### src/rtl/sec_timer_pkg.sv
package sec_timer_pkg;

  // Divider field width; the control-word bit layout below depends on it.
  localparam int unsigned PRE_W = 16;

  // Control-word bit positions.
  localparam int unsigned BIT_ALM_IE  = 16;
  localparam int unsigned BIT_TICK_IE = 17;
  localparam int unsigned BIT_RESTART = 18;

  // Status-word bit positions (also index the flag vector).
  localparam int unsigned ST_ALM  = 0;
  localparam int unsigned ST_TICK = 1;
  localparam int unsigned N_FLAGS = 2;

  typedef enum logic [1:0] {
    REG_CTRL   = 2'd0,
    REG_CMP    = 2'd1,
    REG_COUNT  = 2'd2,
    REG_STATUS = 2'd3
  } reg_sel_e;

endpackage

### src/rtl/sec_timer_divider.sv
module sec_timer_divider
  import sec_timer_pkg::*;
(
  input  logic             clk,
  input  logic             rst_n,
  input  logic             restart,
  input  logic [PRE_W-1:0] period_sel,
  output logic             tick
);

  localparam int unsigned PW = PRE_W + 1;

  logic [PRE_W-1:0] phase_q, phase_d;
  logic [PW-1:0]    period;
  logic [PW-1:0]    last_phase;
  logic             at_last;

  // A zero field means the full 2^PRE_W period.
  always_comb begin
    period = {1'b0, period_sel};
    if (period_sel == '0) begin
      period = {1'b1, {PRE_W{1'b0}}};
    end
    last_phase = period - PW'(1);
  end

  assign at_last = ({1'b0, phase_q} == last_phase);
  assign tick    = at_last && !restart;

  always_comb begin
    phase_d = phase_q + PRE_W'(1);
    if (restart || at_last) begin
      phase_d = '0;
    end
  end

  always_ff @(posedge clk or negedge rst_n) begin
    if (!rst_n) begin
      phase_q <= '0;
    end else begin
      phase_q <= phase_d;
    end
  end

  // a tick always starts a fresh period.
  p_tick_rephase_r2: assert property (@(posedge clk) disable iff (!rst_n)
    tick |=> (phase_q == '0));

  // a restart zeroes the divider phase.
  p_restart_phase_r3: assert property (@(posedge clk) disable iff (!rst_n)
    restart |=> (phase_q == '0));

endmodule

### src/rtl/sec_timer_counter.sv
module sec_timer_counter #(
  parameter int unsigned CNT_W = 32
) (
  input  logic             clk,
  input  logic             rst_n,
  input  logic             tick,
  input  logic             restart,
  input  logic [CNT_W-1:0] cmp_val,
  output logic [CNT_W-1:0] count,
  output logic             cmp_hit
);

  logic [CNT_W-1:0] cnt_q, cnt_d, cnt_plus;
  logic             cnt_en;

  // Natural modulo-2^CNT_W wrap.
  assign cnt_plus = cnt_q + CNT_W'(1);
  assign cnt_en   = tick || restart;

  always_comb begin
    cnt_d = cnt_q;
    if (restart) begin
      cnt_d = '0;
    end else if (tick) begin
      cnt_d = cnt_plus;
    end
  end

  // Compare against the value the count is about to take.
  assign cmp_hit = tick && (cnt_plus == cmp_val);
  assign count   = cnt_q;

  always_ff @(posedge clk or negedge rst_n) begin
    if (!rst_n) begin
      cnt_q <= '0;
    end else if (cnt_en) begin
      cnt_q <= cnt_d;
    end
  end

  p_step_one_r2: assert property (@(posedge clk) disable iff (!rst_n)
    (tick && !restart) |=> (cnt_q == $past(cnt_q) + CNT_W'(1)));

  p_hold_idle_r2: assert property (@(posedge clk) disable iff (!rst_n)
    (!tick && !restart) |=> $stable(cnt_q));

  p_restart_zero_r3: assert property (@(posedge clk) disable iff (!rst_n)
    restart |=> (cnt_q == '0));

  p_hit_matches_r6: assert property (@(posedge clk) disable iff (!rst_n)
    cmp_hit |=> (cnt_q == $past(cmp_val)));

endmodule

### src/rtl/sec_timer_flags.sv
module sec_timer_flags
  import sec_timer_pkg::*;
(
  input  logic               clk,
  input  logic               rst_n,
  input  logic [N_FLAGS-1:0] evt,
  input  logic               rd_clear,
  input  logic [N_FLAGS-1:0] irq_en,
  output logic [N_FLAGS-1:0] flags,
  output logic               irq
);

  logic [N_FLAGS-1:0] flag_q, flag_d;

  for (genvar g = 0; g < N_FLAGS; g++) begin : g_flag
    // A new event outranks the clearing read.
    always_comb begin
      flag_d[g] = flag_q[g];
      if (evt[g]) begin
        flag_d[g] = 1'b1;
      end else if (rd_clear) begin
        flag_d[g] = 1'b0;
      end
    end

    always_ff @(posedge clk or negedge rst_n) begin
      if (!rst_n) begin
        flag_q[g] <= 1'b0;
      end else begin
        flag_q[g] <= flag_d[g];
      end
    end

    p_event_sets_r5: assert property (@(posedge clk) disable iff (!rst_n)
      evt[g] |=> flag_q[g]);

    p_read_clears_r5: assert property (@(posedge clk) disable iff (!rst_n)
      (rd_clear && !evt[g]) |=> !flag_q[g]);

    p_sticky_r5: assert property (@(posedge clk) disable iff (!rst_n)
      (flag_q[g] && !rd_clear) |=> flag_q[g]);
  end

  assign flags = flag_q;
  assign irq   = |(flag_q & irq_en);

  p_irq_needs_flag_r7: assert property (@(posedge clk) disable iff (!rst_n)
    irq |-> (flag_q != '0));

endmodule

### src/rtl/sec_timer.sv
module sec_timer
  import sec_timer_pkg::*;
#(
  parameter int unsigned CNT_W       = 32,
  parameter int unsigned ADDR_W      = 6,
  parameter logic [15:0] RESET_PRESC = 16'h8000
) (
  input  logic              clk,
  input  logic              rst_n,
  input  logic              bus_wr,
  input  logic              bus_rd,
  input  logic [ADDR_W-1:0] bus_addr,
  input  logic [31:0]       bus_wdata,
  output logic [31:0]       bus_rdata,
  output logic              irq
);

  // ---------------- reset release synchroniser ----------------
  logic [1:0] rst_sync_q;
  logic       rst_n_s;

  always_ff @(posedge clk or negedge rst_n) begin
    if (!rst_n) begin
      rst_sync_q <= 2'b00;
    end else begin
      rst_sync_q <= {rst_sync_q[0], 1'b1};
    end
  end
  assign rst_n_s = rst_sync_q[1];

  // ---------------- address decode ----------------
  logic     addr_ok;
  reg_sel_e sel;
  logic     wr_ctrl, wr_cmp, wr_count, rd_status, restart;

  assign addr_ok   = (bus_addr[ADDR_W-1:4] == '0) && (bus_addr[1:0] == 2'b00);
  assign sel       = reg_sel_e'(bus_addr[3:2]);
  assign wr_ctrl   = bus_wr && addr_ok && (sel == REG_CTRL);
  assign wr_cmp    = bus_wr && addr_ok && (sel == REG_CMP);
  assign wr_count  = bus_wr && addr_ok && (sel == REG_COUNT);
  assign rd_status = bus_rd && addr_ok && (sel == REG_STATUS);
  assign restart   = wr_ctrl && bus_wdata[BIT_RESTART];

  // ---------------- configuration registers ----------------
  logic [PRE_W-1:0] presc_q, presc_d;
  logic             alm_ie_q, alm_ie_d;
  logic             tick_ie_q, tick_ie_d;
  logic [CNT_W-1:0] cmp_q, cmp_d;

  always_comb begin
    presc_d   = presc_q;
    alm_ie_d  = alm_ie_q;
    tick_ie_d = tick_ie_q;
    cmp_d     = cmp_q;
    if (wr_ctrl) begin
      presc_d   = bus_wdata[PRE_W-1:0];
      alm_ie_d  = bus_wdata[BIT_ALM_IE];
      tick_ie_d = bus_wdata[BIT_TICK_IE];
    end
    if (wr_cmp) begin
      cmp_d = bus_wdata[CNT_W-1:0];
    end
  end

  always_ff @(posedge clk or negedge rst_n_s) begin
    if (!rst_n_s) begin
      presc_q   <= RESET_PRESC;
      alm_ie_q  <= 1'b0;
      tick_ie_q <= 1'b0;
    end else if (wr_ctrl) begin
      presc_q   <= presc_d;
      alm_ie_q  <= alm_ie_d;
      tick_ie_q <= tick_ie_d;
    end
  end

  always_ff @(posedge clk or negedge rst_n_s) begin
    if (!rst_n_s) begin
      cmp_q <= '1;
    end else if (wr_cmp) begin
      cmp_q <= cmp_d;
    end
  end

  // ---------------- datapath ----------------
  logic               tick;
  logic [CNT_W-1:0]   count;
  logic               cmp_hit;
  logic [N_FLAGS-1:0] evt, irq_en, flags;

  sec_timer_divider u_div (
    .clk        (clk),
    .rst_n      (rst_n_s),
    .restart    (restart),
    .period_sel (presc_q),
    .tick       (tick)
  );

  sec_timer_counter #(.CNT_W(CNT_W)) u_cnt (
    .clk     (clk),
    .rst_n   (rst_n_s),
    .tick    (tick),
    .restart (restart),
    .cmp_val (cmp_q),
    .count   (count),
    .cmp_hit (cmp_hit)
  );

  always_comb begin
    evt             = '0;
    evt[ST_ALM]     = cmp_hit;
    evt[ST_TICK]    = tick;
    irq_en          = '0;
    irq_en[ST_ALM]  = alm_ie_q;
    irq_en[ST_TICK] = tick_ie_q;
  end

  sec_timer_flags u_flags (
    .clk      (clk),
    .rst_n    (rst_n_s),
    .evt      (evt),
    .rd_clear (rd_status),
    .irq_en   (irq_en),
    .flags    (flags),
    .irq      (irq)
  );

  // ---------------- read mux ----------------
  always_comb begin
    bus_rdata = '0;
    if (addr_ok) begin
      unique case (sel)
        REG_CTRL: begin
          bus_rdata[PRE_W-1:0]   = presc_q;
          bus_rdata[BIT_ALM_IE]  = alm_ie_q;
          bus_rdata[BIT_TICK_IE] = tick_ie_q;
        end
        REG_CMP:    bus_rdata[CNT_W-1:0]   = cmp_q;
        REG_COUNT:  bus_rdata[CNT_W-1:0]   = count;
        REG_STATUS: bus_rdata[N_FLAGS-1:0] = flags;
        default:    bus_rdata = '0;
      endcase
    end
  end

  // ---------------- assertions ----------------
  p_count_readonly_r4: assert property (@(posedge clk) disable iff (!rst_n_s)
    (wr_count && !tick && !restart) |=> $stable(count));

  p_unmapped_quiet_r9: assert property (@(posedge clk) disable iff (!rst_n_s)
    (bus_wr && !addr_ok) |=> ($stable(presc_q) && $stable(cmp_q)
                              && $stable(alm_ie_q) && $stable(tick_ie_q)));

  p_restart_no_alarm_r6: assert property (@(posedge clk) disable iff (!rst_n_s)
    (restart && !flags[ST_ALM]) |=> !flags[ST_ALM]);

endmodule

### config.mk
export PLATFORM = sky130hd
export DESIGN_NAME = sec_timer
export DESIGN_NICKNAME = d
export VERILOG_FILES = /design/src/rtl/sec_timer_pkg.sv /design/src/rtl/sec_timer_divider.sv /design/src/rtl/sec_timer_counter.sv /design/src/rtl/sec_timer_flags.sv /design/src/rtl/sec_timer.sv
export SDC_FILE = /design/constraint.sdc
export NUM_CORES = 1
export LEC_CHECK = 0
export BUFFER_PORTS_ARGS = -buffer_cell sky130_fd_sc_hd__buf_2
export CORE_ASPECT_RATIO = 1.4
export CORE_MARGIN = 4
export CORE_UTILIZATION = 60
export DETAILED_ROUTE_END_ITERATION = 10
export PLACE_DENSITY = 0.81
export SLEW_MARGIN = 30
export SYNTH_ARGS = -nofsm -noshare
export SYNTH_HDL_FRONTEND = slang
export SYNTH_SLANG_ARGS = --single-unit
### constraint.sdc
create_clock -name clk -period 3.25 [get_ports clk]
set_input_delay 0.4875 -clock clk [delete_from_list [all_inputs] [get_ports clk]]
set_output_delay 0.4875 -clock clk [all_outputs]
set_load 0.02 [all_outputs]
# == Word-level counts from Yosys, hierarchy flattened ==
# Cells that the tools add are included.
# totals
output_inout_bits,33
register_bits,102
inputBits,42
wordCells,50
# classes
add_sub_neg,3
n_reduce_logical,21
n_mux,11
eq_ne,5
bitwise_logic,1
# ops
operator,n
32-bit two-way mux,3
16-bit case mux with 3 select lines,1
"32-bit by 1-bit adder with 32-bit output, second input constant",1
32-bit == test,1
14-bit case mux with 2 select lines,1
16-bit by 17-bit == test with 1-bit output,1
17-bit two-way mux,1
"17-bit by 1-bit subtractor with 17-bit output, second input constant",1
"16-bit by 1-bit adder with 16-bit output, second input constant",1
16-bit logical NOT,1
16-bit two-way mux,1
1-bit logical AND,9
2-bit case mux with 4 select lines,1
2-bit logical NOT,3
2-bit nonzero test,3
"2-bit == test, second input constant",2
1-bit two-way mux,3
2-bit AND,1
"2-bit by 1-bit == test with 1-bit output, second input constant",1
1-bit logical OR,2
2-bit AND reduction,1
2-bit OR reduction,1
1-bit logical NOT,1

# == Depth between registers and ports, before layout ==
# Gate-level depths: netlist of the first run.
# depth
depth_word,9
depth_mapped,11
mapped_depth_nobuf,9

# == Cells and area by module ==
# A second synthesis of the first run with hierarchy kept.
# unflattened
cells_unflattened,693
area_unflattened_um2,7126.8
# modules_own_cells
module,instances,seq_area_each_um2,cells_each,area_each_um2
sec_timer,1,1342.5,204,2748.9
sec_timer_counter,1,800.8,310,2702.6
sec_timer_divider,1,400.4,173,1596.5
sec_timer_flags,1,50.0,6,78.8

# == Least setup slack after synthesis of the first run ==
# No wires, ideal clock.
# synth_timing
path_kind,reg-to-reg
from,register presc_q[4]
to,register u_cnt.cnt_q[21] (netlist: u_cnt.count[21])
setup_slack_ps,429
path_stages_with_launch,10
t_arrival_ps,2743
period_less_slack_ps,2821
setup_time_ps,78
path_cell_list,dfrtp_1 > buf_2 > nor4_1 > and4_1 > mux2_2 > nor3_1 > nand4_2 > buf_6 > or4_1 > a21oi_1
# synth_between
elab_chain_cells,7
# synth_rtl
item,line_no,text
"start, declared",sec_timer.sv:45,"logic [PRE_W-1:0] presc_q, presc_d;"
"start signal, assigned",sec_timer.sv:71,presc_q <= presc_d;
16-bit logical NOT,sec_timer_divider.sv:21,if (period_sel == '0) begin
17-bit two-way mux *,sec_timer_divider.sv:21,
17-bit by 1-bit subtractor with 17-bit output *,sec_timer_divider.sv:24,last_phase = period - PW'(1);
16-bit by 17-bit == test with 1-bit output *,sec_timer_divider.sv:27,"assign at_last = ({1'b0, phase_q} == last_phase);"
1-bit logical AND *,sec_timer_divider.sv:28,assign tick = at_last && !restart;
2-bit nonzero test (no line) or 1-bit logical OR (tied branches),n/a,
2-bit AND reduction (no line) *,n/a,
"end signal, assigned",sec_timer_counter.sv:37,cnt_q <= cnt_d;
"end, declared",sec_timer_counter.sv:13,"logic [CNT_W-1:0] cnt_q, cnt_d, cnt_plus;"
# Every way passes the cells marked *; elsewhere a longest branch is shown, timed or not.
# A chain may end at the register's enable or synchronous reset.

# == Final worst setup path of the first run ==
# layout_timing
from,register presc_q[1]
to,register u_cnt.cnt_q[28] (netlist: u_cnt.count[28])
# The elaborated chain is that of the path after synthesis.

==> flow_results.org, run 1 <==
** Critical path
- Setup crit end kind :: flip-flop
- Worst setup path startpoint :: presc_q[1]$_DFFE_PN0P_
- Crit Reg-Reg Endpoint :: u_cnt.count[28]$_DFFE_PN0P_
- Along the worst path, the maximum fanout reaches 8.
- The setup check on the worst reg-to-reg path leaves a slack of 90 ps.
- Reg2reg path depth :: 10
- CP Capture Point :: u_cnt.count[28]$_DFFE_PN0P_
- The critical path is of the flip-flop to flip-flop type.
- The worst setup path is launched from a flip-flop.
- Critical Path RT :: 3530 ps
- STA puts the critical path data arrival time at 3430 ps.
- The worst register-to-register path begins at presc_q[1]$_DFFE_PN0P_.

** Placement
- Pre-CTS worst setup slack :: -7.88 ps
- Post-detail-place hpwl :: 14,700 um
- Port-buffer cells :: 74
- The number of placed instances, taps included, is 927.
- At the end of routability-driven placement, the weighted congestion stood at 0.920.

** STA
- Top achievable clock speed :: 317 MHz
- Hold slack final :: 348 ps
- Subtracting the final worst setup slack from the clock period gives 3160 ps.
- Tcrit/Tclk final :: 97.1%
- Final number of max-transition violations :: 0
- The worst pin sits at a relative slew slack of 52.4%.
- For the pin with the worst max-slew slack, the measured transition is 714 ps.
- Adding up every negative setup slack in the final design gives 0 ps.
- Final setup fails :: 0
- Worst-case clock skew :: 9.44 ps
- Worst-case setup margin in the final layout :: 93.5 ps
- The number of hold violations in the final report was 0.

** Floorplanning
- During I/O placement, the number of pins put on the boundary was 75.
- The floorplan step set the die width to 98.3 um.
- The total area inside the core boundary comes to 11,000 um^2.
- For this configuration, the core starts out at a cell density of 62.1%.
- Row generation in the floorplan step produced 45 rows.
- Die Area :: 13,200 um^2
- The die is 134 um tall.

** Logic synthesis
- Post-synthesis async set-or-reset flop share :: 100%
- The mapped netlist covers 6850 um^2.
- Ys Warns :: 0
- Cell count after synthesis :: 744
- After synthesis, the mean cell area works out to 9.21 um^2.
- In this run, synthesis inferred 0 flip-flops with an integrated enable.
- Counting every net in the synthesized netlist gives 795.
- Post-synthesis sequential area ratio :: 37.8%
- Synthesis instantiated 68 different standard cells from the library.
- The most used flip-flop cell after synthesis is dfrtp_1.
- Counting flops and latches in the post-synthesis netlist gives 102.

** GRT
- Entering global routing, the biggest net connects 55 pins.
- The initial antenna violation count was 0.
- Remaining global-route overflow :: 0
- For this run, the total global-route usage over all layers was measured as 30.2%.
- The via count of the first global-routing pass is 6,342.
- Wire length of the first global-routing pass :: 32,300 um

** CTS
- Number of clock sinks :: 102
- Max H-tree Level :: 3
- Counting along the longest clock path gives a buffer depth of 2.
- Clk Tree Root Cell :: clkbuf_16
- Register clock-pin slew on the reported worst setup and hold paths :: 70 ps
- TritonCTS created 9 clock buffers.
- TritonCTS built the clock tree.
- Clk_lat worst skew :: 350 ps

** Route
- Number of remaining DRC errors :: 0
- After detailed routing, the number of vias per cell comes to 6.75.
- The detailed router finished its first iteration with 543 violations.
- Overall via count from detail_route :: 6,403
- The count of nets left with antenna violations once routing finished came out at 0.
- DR pass1 iterations :: 6
- WL per Instance :: 21.5 um
- Total wirelength of the detailed-routed design :: 20,400 um

** Layout
- Final-layout fill cell count :: 880
- Leading cell type in the layout, fill and taps excluded :: buf_2
- The repair_antennas step left the layout with diodes totalling 0.
- The count of cells in the finished layout, fillers not included, comes to 949.
- Highest-count cells in the layout ignoring fill and taps :: buf_2, dfrtp_1, nor2_1
- Of the cells placed in the final design, the portion with a size suffix greater than 1 is 28.6%.
- Post-route core utilization :: 70.7%
- Area Overhead vs Synth :: 13.9%
- At the end of the flow, the number of nets in the layout was 854.

** Job
- Max-cap viol count :: 0

** Outcome
- The run finished with clean final reports.

** Power and ir drop
- The worst-case IR drop observed on VDD is 0.000407 V.
- Power spread over the standard cell area amounts to 594 nW/um^2.
- Static Leak :: 3.28 nW

** Hold path
- Hold WC Path Type :: flip-flop to asynchronous set/reset pin
==> state kept, by name (all words and copies together) (netlist names) <==
register	count
u_div.phase_q	16
presc_q	16
tick_ie_q	1
u_flags.flags	2
alm_ie_q	1
cmp_q	32
u_cnt.count	32
rst_sync_q	2
==> kinds of logic after synthesis <==
family                   count (synthesis)  synth area share (%)
multiplexers                            56                  9.09
flip-flops                             102                  37.8
AND/OR/NAND/NOR                        279                  22.6
other                                    1                0.0547
XOR/XNOR                                71                  9.07
buffers and inverters                   71                  4.31
AO/OA/AOI/OAI                          155                  15.4
adder cells (fa/ha/maj)                  9                  1.64
==> synthesized netlist by cell type, types with 28 or more instances <==
| master | instances | area, um^2 |
|---|---|---|
| dfrtp_1 | 69 | 1730 |
| nand2_1 | 45 | 169 |
| mux2_2 | 50 | 563 |
| o21ai_0 | 28 | 140 |
| a21oi_1 | 40 | 200 |
| dfstp_2 | 33 | 867 |
| xnor2_1 | 35 | 307 |
| nor2_1 | 59 | 221 |
| clkbuf_1 | 48 | 180 |
| xor2_1 | 36 | 315 |
| nand3_1 | 32 | 160 |
==> critical path: stages, from the launching register on <==
cell and delay [ps]:
dfrtp_1 430, inv_1 100, ha_2 240, or4b_4 500, nor4_2 180, xnor2_1 150, a2111oi_0 560, nand4_1 170
buf_4 220, nor4_1 330, mux2i_1 210
==> power by group <==
part	switching [mW]	internal [mW]
sequential	0.369	1.50
clock	0.520	0.531
combinational	0.953	0.754
total	1.84	2.79
==> stage by stage <==
stage / cell area [um^2] / total power [mW]
floorplan: 6850 / 3.03
global placement: 7370 / 3.43
detailed placement: 7390 / 3.49
CTS: 7680 / 4.55
global route: 7800 / 4.90
finish: 7800 / 4.63
==> per-layer routing <==
metal / global-route usage, % / vias to the layer above / part of all wire [%]
li1: - / 2893 / -
met4: 13.7 / 0 / 4.4
met1: 37.4 / 3088 / 38
met3: 4.08 / 78 / 6.6
met5: 0 / - / 0
met2: 52.1 / 344 / 51
==> layout make-up <==
cell class,instances,area [um^2],share of cell area (%)
sequential,102,2600,33.3
inverter,13,48.8,0.625
multi-input combinational,571,4040,51.8
tap,141,176,2.26
clock buffer,9,225,2.89
timing repair buffer,106,656,8.40
clock inverter,7,57.6,0.738
==> worst min-delay path by stage <==
| stage | end | slack, ps | cells after the start |
|---|---|---|---|
| after floorplan | rst_sync_q[0]$_DFF_PN0_ | 190 | 0 |
| after global placement | rst_sync_q[0]$_DFF_PN0_ | 270 | 1 |
| after detailed placement | rst_sync_q[0]$_DFF_PN0_ | 270 | 1 |
| after CTS | u_flags.flags[1]$_DFFE_PN0P_ | 360 | 0 |
| after global routing | cmp_q[22]$_DFFE_PN1P_ | 370 | 2 |
| final | u_cnt.count[28]$_DFFE_PN0P_ | 350 | 0 |
==> what timing repair did <==
action	4_1_cts	5_1_grt
pin swaps	0	4
endpoints found under the hold margin	2	0
setup endpoints to repair	1	30
hold buffers	1	0
resized for setup	1	13
gates cloned	0	1
setup buffers	0	4
(Power assumes the default switching activity.)
==> run 2, diff against run 1 <==
Settings changed: CORE_UTILIZATION 60 to 64, PLACE_DENSITY 0.81 to 0.86.
Clock period 3.25 ns to 3.85 ns, I/O delays scaled along.
==> run 2 against run 1 <==
- sequential power fell by 13%
- global-route usage is 2.9 points higher
- flip-flop and latch count unchanged
- die area decreased by 5.8%
- hold slack worse by 37 ps
- first-iteration DRC count increased by 10%
- utilization grew 2.1 points
- non-clock buffer count decreased by 18
- cell count down 2.2%
- worst setup slack improved by 400 ps
==> flow_results.org, run 2 (synthesis gave the netlist of run 1 again) <==
** Outcome
- Result of the run :: complete, no violations

** Power and ir drop
- Net switching power :: 1.55 mW (-16%)
- The power density over cell area is 508 nW/um^2 (-14%).
- The net switching fraction of the power was 40.3% (+0.49 points).
- Static Leak :: 3.17 nW (-3.5%)
- The internal power component is 2.30 mW (-18%).
- The combinational power share came to 34.4% (-2.5 points).
- The clock network fraction of design power came to 23.5% (+0.8 points).
- Share of power burned in registers :: 42.0% (+1.6 points)
- Max VDD drop :: 0.000353 V (-13%)

** Job
- The number of max-cap violations is 0 (unchanged).

** Floorplanning
- Horizontal die dimension :: 95.5 um (-2.9%)
- The effective utilization at floorplan was 65.9% (+3.8 points).
- The core outline area was 10,400 um^2 (-5.7%).
- The count of boundary I/O pins came to 75 (unchanged).
- The y dimension of the die is 130 um (-3.0%).
- The number of rows created at floorplan was 44 (-2.2%).
- Die Area :: 12,500 um^2 (-5.8%)

** Critical path
- Top Family by Delay on Critical Path :: simple AND/OR/NAND/NOR gates
- Chain of cells forming the critical path :: inv_1, ha_1, or4b_1, nor4_2, xnor2_1, a2111oi_0, nand4_1, nor4_1, mux2i_1
- Biggest fanout along the worst timing path :: 8 (unchanged)
- Setup crit end kind :: flip-flop
- The required time of the critical path was 4120 ps (+590 ps).
- The endpoint identified for the worst register-to-register timing path is u_cnt.count[28]$_DFFE_PN0P_.
- Worst path bufs/invs :: 1 (-1)
- The slowest stage of the critical path belongs to the cell or4b_1.
- Critical path arrival :: 3620 ps (+190 ps)
- The register-to-register setup slack was 490 ps (+400 ps).
- The critical path in this run is classified as flip-flop to flip-flop.
- The delay of the slowest cell on the worst path came to 570 ps (about the same).
- FF-to-FF Start :: presc_q[0]$_DFFE_PN0P_
- The depth of the most critical reg-to-reg path is 9 (-1).
- The worst setup path is launched from a flip-flop.

** STA
- The transition time of the tightest slew-check pin is 785 ps (+71.0 ps).
- Top achievable clock speed :: 298 MHz (-6.0%)
- Time the worst path needs with I/O delays and setup :: 3360 ps (+203 ps)
- Hold slack final :: 311 ps (-36.9 ps)
- The max-slew violation count came to 0 (unchanged).
- Number of hold violations in the final report :: 0 (unchanged)
- Tcrit/Tclk final :: 87.3% (-9.9 points)
- Setup repair after global routing left no endpoint under its margin.
- The worst-case clock skew came to 8.34 ps (-1.10 ps).
- Final setup fails :: 0 (unchanged)
- Relative max-transition margin :: 47.7% (-4.7 points)
- Final TNS setup :: 0 ps (unchanged)

** CTS
- Register clock-pin slew on the reported worst setup and hold paths :: 80 ps (about the same)
- Clk Tree Root Cell :: clkbuf_16
- The worst-case clock buffer depth was 2 (unchanged).
- The number of buffers created by CTS is 9 (unchanged).
- The quantity of gates resized following cts came to 0 (-1).
- Number of clock sinks :: 102 (unchanged)
- Max H-tree Level :: 3 (unchanged)
- TritonCTS built the clock tree.
- Clk_lat worst skew :: 350 ps (about the same)

** Placement
- The placed wire-length estimate is 14,400 um (-2.2%).
- Port-buffer cells :: 74 (unchanged)
- Gp weighted congestion :: 0.965 (+4.9%)

** Route
- Number of remaining DRC errors :: 0 (unchanged)
- DRT iter0 DRCs :: 598 (+10%)
- WL per Instance :: 21.3 um (-0.62%)
- Final antenna-violating net count :: 0 (unchanged)
- The via count was 6,255 (-2.3%).
- The first-pass detailed-route iteration total is 7 (+1).
- Drt via density :: 6.74 (-0.10%)
- Total wirelength of the detailed-routed design :: 19,800 um (-2.8%)

** GRT
- The residual overflow from global routing is 0 (unchanged).
- The via count of the first global-routing pass is 6,193 (-2.3%).
- The wire length of the first global-routing pass is 31,900 um (-1.2%).
- Aggregate global-route resource usage :: 33.0% (+2.9 points)
- The largest net degree at the start of global routing is 80 (+45%).
- The initial antenna violation count is 0 (unchanged).

** Layout
- Number of diodes added for antenna fixing :: 0 (unchanged)
- The area growth from synthesis to layout is 10.5%.
- The library cell used most frequently in the layout, excluding fill and tap cells, is buf_2.
- The number of fill cells in the layout came to 779 (-11%).
- In the layout the commonest cells are buf_2, dfrtp_1, nor2_1.
- The final layout net count is 836 (-2.1%).
- Proportion of layout cells with a drive suffix above 1 :: 25.6% (-3.0 points)
- The utilization of the core after routing came to 72.8% (+2.1 points).

** Hold path
- Hold WC Path Type :: flip-flop to asynchronous set/reset pin
-- run 2: cell types whose count changed in the layout (fill, tap and decap cells not counted), moves of 2 or more --
| cell | before | now |
|---|---|---|
| buf_4 | 28 | 12 |
| nor3_1 | 8 | 10 |
| nor3b_1 | 1 | 3 |
| nor4_1 | 11 | 14 |
| nor4_2 | 5 | 2 |
-- run 2: what timing repair did --
| action | CTS | global route |
|---|---|---|
| hold endpoints to repair | 2 | 0 |
| hold buffers | 1 | 0 |
| setup buffers | 0 | 0 |
-- run 2: how the worst max path moves through the flow --
stage                            start                          end  slack (ps)  cells after the start
4_1_cts         presc_q[0]$_DFFE_PN0P_  u_cnt.count[28]$_DFFE_PN0P_         500                      9
6_report        presc_q[0]$_DFFE_PN0P_  u_cnt.count[28]$_DFFE_PN0P_         490                      9
2_1_floorplan  rst_sync_q[1]$_DFF_PN0_         alm_ie_q$_DFFE_PN0P_         860                      0
3_5_place_dp    presc_q[0]$_DFFE_PN0P_  u_cnt.count[28]$_DFFE_PN0P_         510                      9
3_3_place_gp    presc_q[8]$_DFFE_PN0P_  u_cnt.count[10]$_DFFE_PN0P_         720                      9
5_1_grt         presc_q[0]$_DFFE_PN0P_  u_cnt.count[28]$_DFFE_PN0P_         110                      9
-- run 2: final cells by class --
type | count | area [um^2] | share of cell area, %
clock buffers | 9 | 225 | 2.97
multi-input cells | 571 | 3970 | 52.5
flip-flops and latches | 102 | 2600 | 34.3
repair buffers | 88 | 490 | 6.47
well taps | 138 | 173 | 2.28
inverters | 13 | 48.8 | 0.644
clock inverters | 7 | 67.6 | 0.892
-- run 2: per-stage QoR --
step,cells,power (mW),setup WS (ps),cell area [um^2]
6_report,928,3.85,491,7580
5_1_grt,928,4.07,112,7580
4_1_cts,927,3.82,502,7560
3_5_place_dp,910,2.92,515,7250
3_3_place_gp,910,2.88,718,7250
2_1_floorplan,744,2.56,856,6850
-- run 2: power groups by stage --
stage,Sequential [mW],Combinational (mW),Clock [mW]
5_1_grt,1.65,1.47,0.958
3_5_place_dp,1.63,1.29,0
4_1_cts,1.61,1.30,0.909
6_report,1.62,1.33,0.906
2_1_floorplan,1.42,1.14,0
3_3_place_gp,1.62,1.26,0
-- run 2: per-layer routing --
| metal | vias to the layer above | share of wire [%] | GRT usage [%] |
|---|---|---|---|
| met5 | - | 0 | 0 |
| met1 | 3054 | 37 | 39.4 |
| met2 | 294 | 52 | 57.2 |
| met3 | 67 | 6.3 | 5.96 |
| met4 | 0 | 4.7 | 15.9 |
| li1 | 2840 | - | - |
-- run 2: worst reg2reg max path: stages (launching register included) --
cell and delay [ps]:
dfrtp_1 440, inv_1 100, ha_1 200, or4b_1 570
nor4_2 220, xnor2_1 150, a2111oi_0 440, nand4_1 440
nor4_1 450, mux2i_1 260
==> run 3, diff against run 2 <==
Settings changed: CORE_ASPECT_RATIO 1.4 to 0.75.
==> run 3 against run 2 <==
- clock skew grew 0.55 ps
- fmax down 3.0%
- routed wire length rose by 0.58%
- non-clock buffer count up 1
- hold slack improved by 52 ps
- sequential power about the same
- critical path depth unchanged
- first-iteration DRC count increased by 53%
- final area barely moved
- total power grew 0.17%
- clock power grew 0.6%
- via count grew 1.7%
- critical endpoint unchanged
- largest power group unchanged
==> flow_results.org, run 3 (synthesis gave the netlist of run 1 again) <==
** GRT
- The met1 demand-to-capacity share in global routing was 47.9% (+8.5 points).
- The global-route track usage on met3 is 6.26% (+0.31 points).
- The residual overflow from global routing came to 0 (unchanged).
- met2 is the most crowded layer.
- The initial antenna violation count was 0 (unchanged).
- Met2 track demand over resource in global routing :: 49.0% (-8.2 points)
- Wire length of the first global-routing pass :: 32,700 um (+2.6%)
- The largest net degree at the start of global routing was 61 (-24%).
- Via count of the first global-routing pass :: 6,178 (-0.24%)
- Aggregate global-route resource usage :: 32.4% (-0.61 points)

** Job
- Max-cap viol count :: 0 (unchanged)

** CTS
- Maximum clock path buffer count :: 2 (unchanged)
- Number of clock sinks :: 102 (unchanged)
- Clock tree from TritonCTS :: built
- Clk Tree Root Cell :: clkbuf_16
- The clock latency reported for the late side of the worst-skew pair is 340 ps (about the same).
- Register clock-pin slew on the reported worst setup and hold paths :: 70 ps (about the same)
- The depth of the CTS H-tree came to 3 (unchanged).
- The quantity of gates resized following cts is 0 (unchanged).
- The number of buffers created by CTS is 9 (unchanged).

** Outcome
- Result of the run :: complete, no violations

** Layout
- The final layout net count came to 837 (+0.12%).
- The area of the multi-input gates is 3970 um^2 (unchanged).
- In the layout the commonest cells are buf_2, dfrtp_1, nor2_1.
- Proportion of layout cells with a drive suffix above 1 :: 25.5% (-0.032 points)
- The post-layout instance count excluding filler cells is 927 (-0.11%).
- Number of diodes added for antenna fixing :: 0 (unchanged)
- Area Overhead vs Synth :: 10.5% (about the same)
- The number of fill cells in the layout was 759 (-2.6%).
- Leaving out fill and tap cells, the most frequent cell in the layout is buf_2.
- The sequential cell area was 2600 um^2 (unchanged).

** Critical path
- The register-to-register setup slack is 390 ps (-100 ps).
- The depth of the most critical reg-to-reg path is 9 (unchanged).
- In this run the worst setup path begins at presc_q[0]$_DFFE_PN0P_.
- Worst path bufs/invs :: 1 (unchanged)
- Setup crit end kind :: flip-flop
- Biggest fanout along the worst timing path :: 8 (unchanged)
- The delay of the slowest cell on the worst path is 650 ps (+80 ps).
- Critical Path RT :: 4120 ps (about the same)
- Crit path kind :: flip-flop to flip-flop
- The worst setup path is launched from a flip-flop.
- In this design, the critical path's most frequently occurring cell is mux2i_1.
- Cell at the slowest stage of the critical path :: nor3b_1
- The critical path arrival was 3730 ps (+110 ps).
- The cell count along the critical path came to 9 (unchanged).
- In this run the critical register-to-register path is launched from presc_q[0]$_DFFE_PN0P_.
- Among cell families on the critical path, the largest total delay comes from simple AND/OR/NAND/NOR gates.
- Walking the worst path, the cells encountered are inv_1, ha_1, nor3b_1, nand2_1, mux2i_1, a2111oi_0, nand4_1, nor4_1, mux2i_1.

** Placement
- The number of placed cells counting well taps came to 910 (unchanged).
- Post-detail-place hpwl :: 14,200 um (-1.8%)
- The global placement routability congestion came to 0.923 (-4.3%).
- The quantity of I/O buffers inserted on ports came to 74 (unchanged).
- The worst setup slack before clock tree synthesis was 479 ps (-35.9 ps).

** Floorplanning
- Placeable core region :: 10,400 um^2 (-0.34%)
- Row cnt :: 32 (-27%)
- Die Area :: 12,400 um^2 (about the same)
- Die Ht :: 97.6 um (-25%)
- The die width came to 127 um (+34%).
- The effective utilization at floorplan was 66.1% (+0.22 points).
- The count of boundary I/O pins came to 75 (unchanged).

** Route
- The detailed-route vias per instance was 6.86 (+1.8%).
- The remaining antenna violation count was 0 (unchanged).
- The final routed wirelength across all metal layers came to 19,900 um (+0.58%).
- WL per Instance :: 21.5 um (+0.68%)
- DR pass1 iterations :: 8 (+1)
- The count of routing violations after the opening detailed-route iteration came to 913 (+53%).
- Number of remaining DRC errors :: 0 (unchanged)
- The via count came to 6,361 (+1.7%).

** STA
- The number of hold violations in the final report is 0 (unchanged).
- Worst-case setup margin in the final layout :: 386 ps (-105 ps)
- The worst slew slack as a fraction of its limit was 42.3% (-5.3 points).
- Setup repair after global routing missed its margin :: no
- Time the worst path needs with I/O delays and setup :: 3460 ps (+105 ps)
- The max-slew violation count was 0 (unchanged).
- The setup violation total in the final timing report was 0 (unchanged).
- The worst hold slack came to 363 ps (+51.7 ps).
- The setup TNS came to 0 ps (unchanged).
- The period utilization is 90.0% (+2.7 points).
- Worst-case clock skew :: 8.89 ps (+0.549 ps)
- Worst-Margin Slew :: 865 ps (+80.1 ps)
- Top achievable clock speed :: 289 MHz (-3.0%)

** Power and ir drop
- The total power of the final layout was 3.86 mW (+0.17%).
- Max VDD drop :: 0.000290 V (-18%)
- Static Leak :: 3.17 nW (+0.15%)
- Power per cell area :: 509 nW/um^2 (+0.23%)

** Hold path
- Hold WC Path Type :: flip-flop to flip-flop
- Counting instances, the worst hold path has a depth of 0.
- In this run the most critical hold path is launched from rst_sync_q[0]$_DFF_PN0_.
## run 3: cell types whose count changed in the layout (fill, tap and decap cells not counted), sizes merged
cell	change
clkbuf	+4
buf	+1
clkinv	-3
inv	-1
## run 3: metal layers
metal  up-vias  part of all wire [%]
met5         -                     0
met4         0                   1.7
met3        42                   9.4
met2       346                    45
met1      3128                    44
li1       2845                     -
## run 3: cell type report
type	instances	share of cell area, %
multi-input combinational	571	52.5
sequential	102	34.3
timing repair buffer	89	6.41
clock buffer	13	3.57
tap	136	2.25
inverter	13	0.645
clock inverter	3	0.331
## run 3: power breakdown
group,leakage [nW],switching [mW],internal [mW]
combinational,1.88,0.752,0.584
sequential,1.15,0.340,1.27
clock,0.143,0.413,0.498
total,3.17,1.50,2.35
## run 3: stage by stage
| step | area (um^2) | utilization, % |
|---|---|---|
| floorplan | 6850 | - |
| global placement | 7270 | 70.1 |
| detailed placement | 7270 | 70.1 |
| CTS | 7570 | 73.0 |
| global route | 7570 | 73.0 |
| finish | 7570 | 73.0 |
## run 3: final timing paths
check / to
max in group asynchronous: cmp_q[4]$_DFFE_PN1P_
setup reg to reg: u_cnt.count[28]$_DFFE_PN0P_
hold reg to reg: rst_sync_q[1]$_DFF_PN0_
setup / recovery: u_cnt.count[28]$_DFFE_PN0P_
min in group asynchronous: u_cnt.count[27]$_DFFE_PN0P_
hold / removal: rst_sync_q[1]$_DFF_PN0_
## run 3: what timing repair did
item / CTS / global route
setup buffers: 0 / 0
hold endpoints to repair: 2 / 0
hold buffers: 1 / 0
setup endpoints to repair: 0 / 0
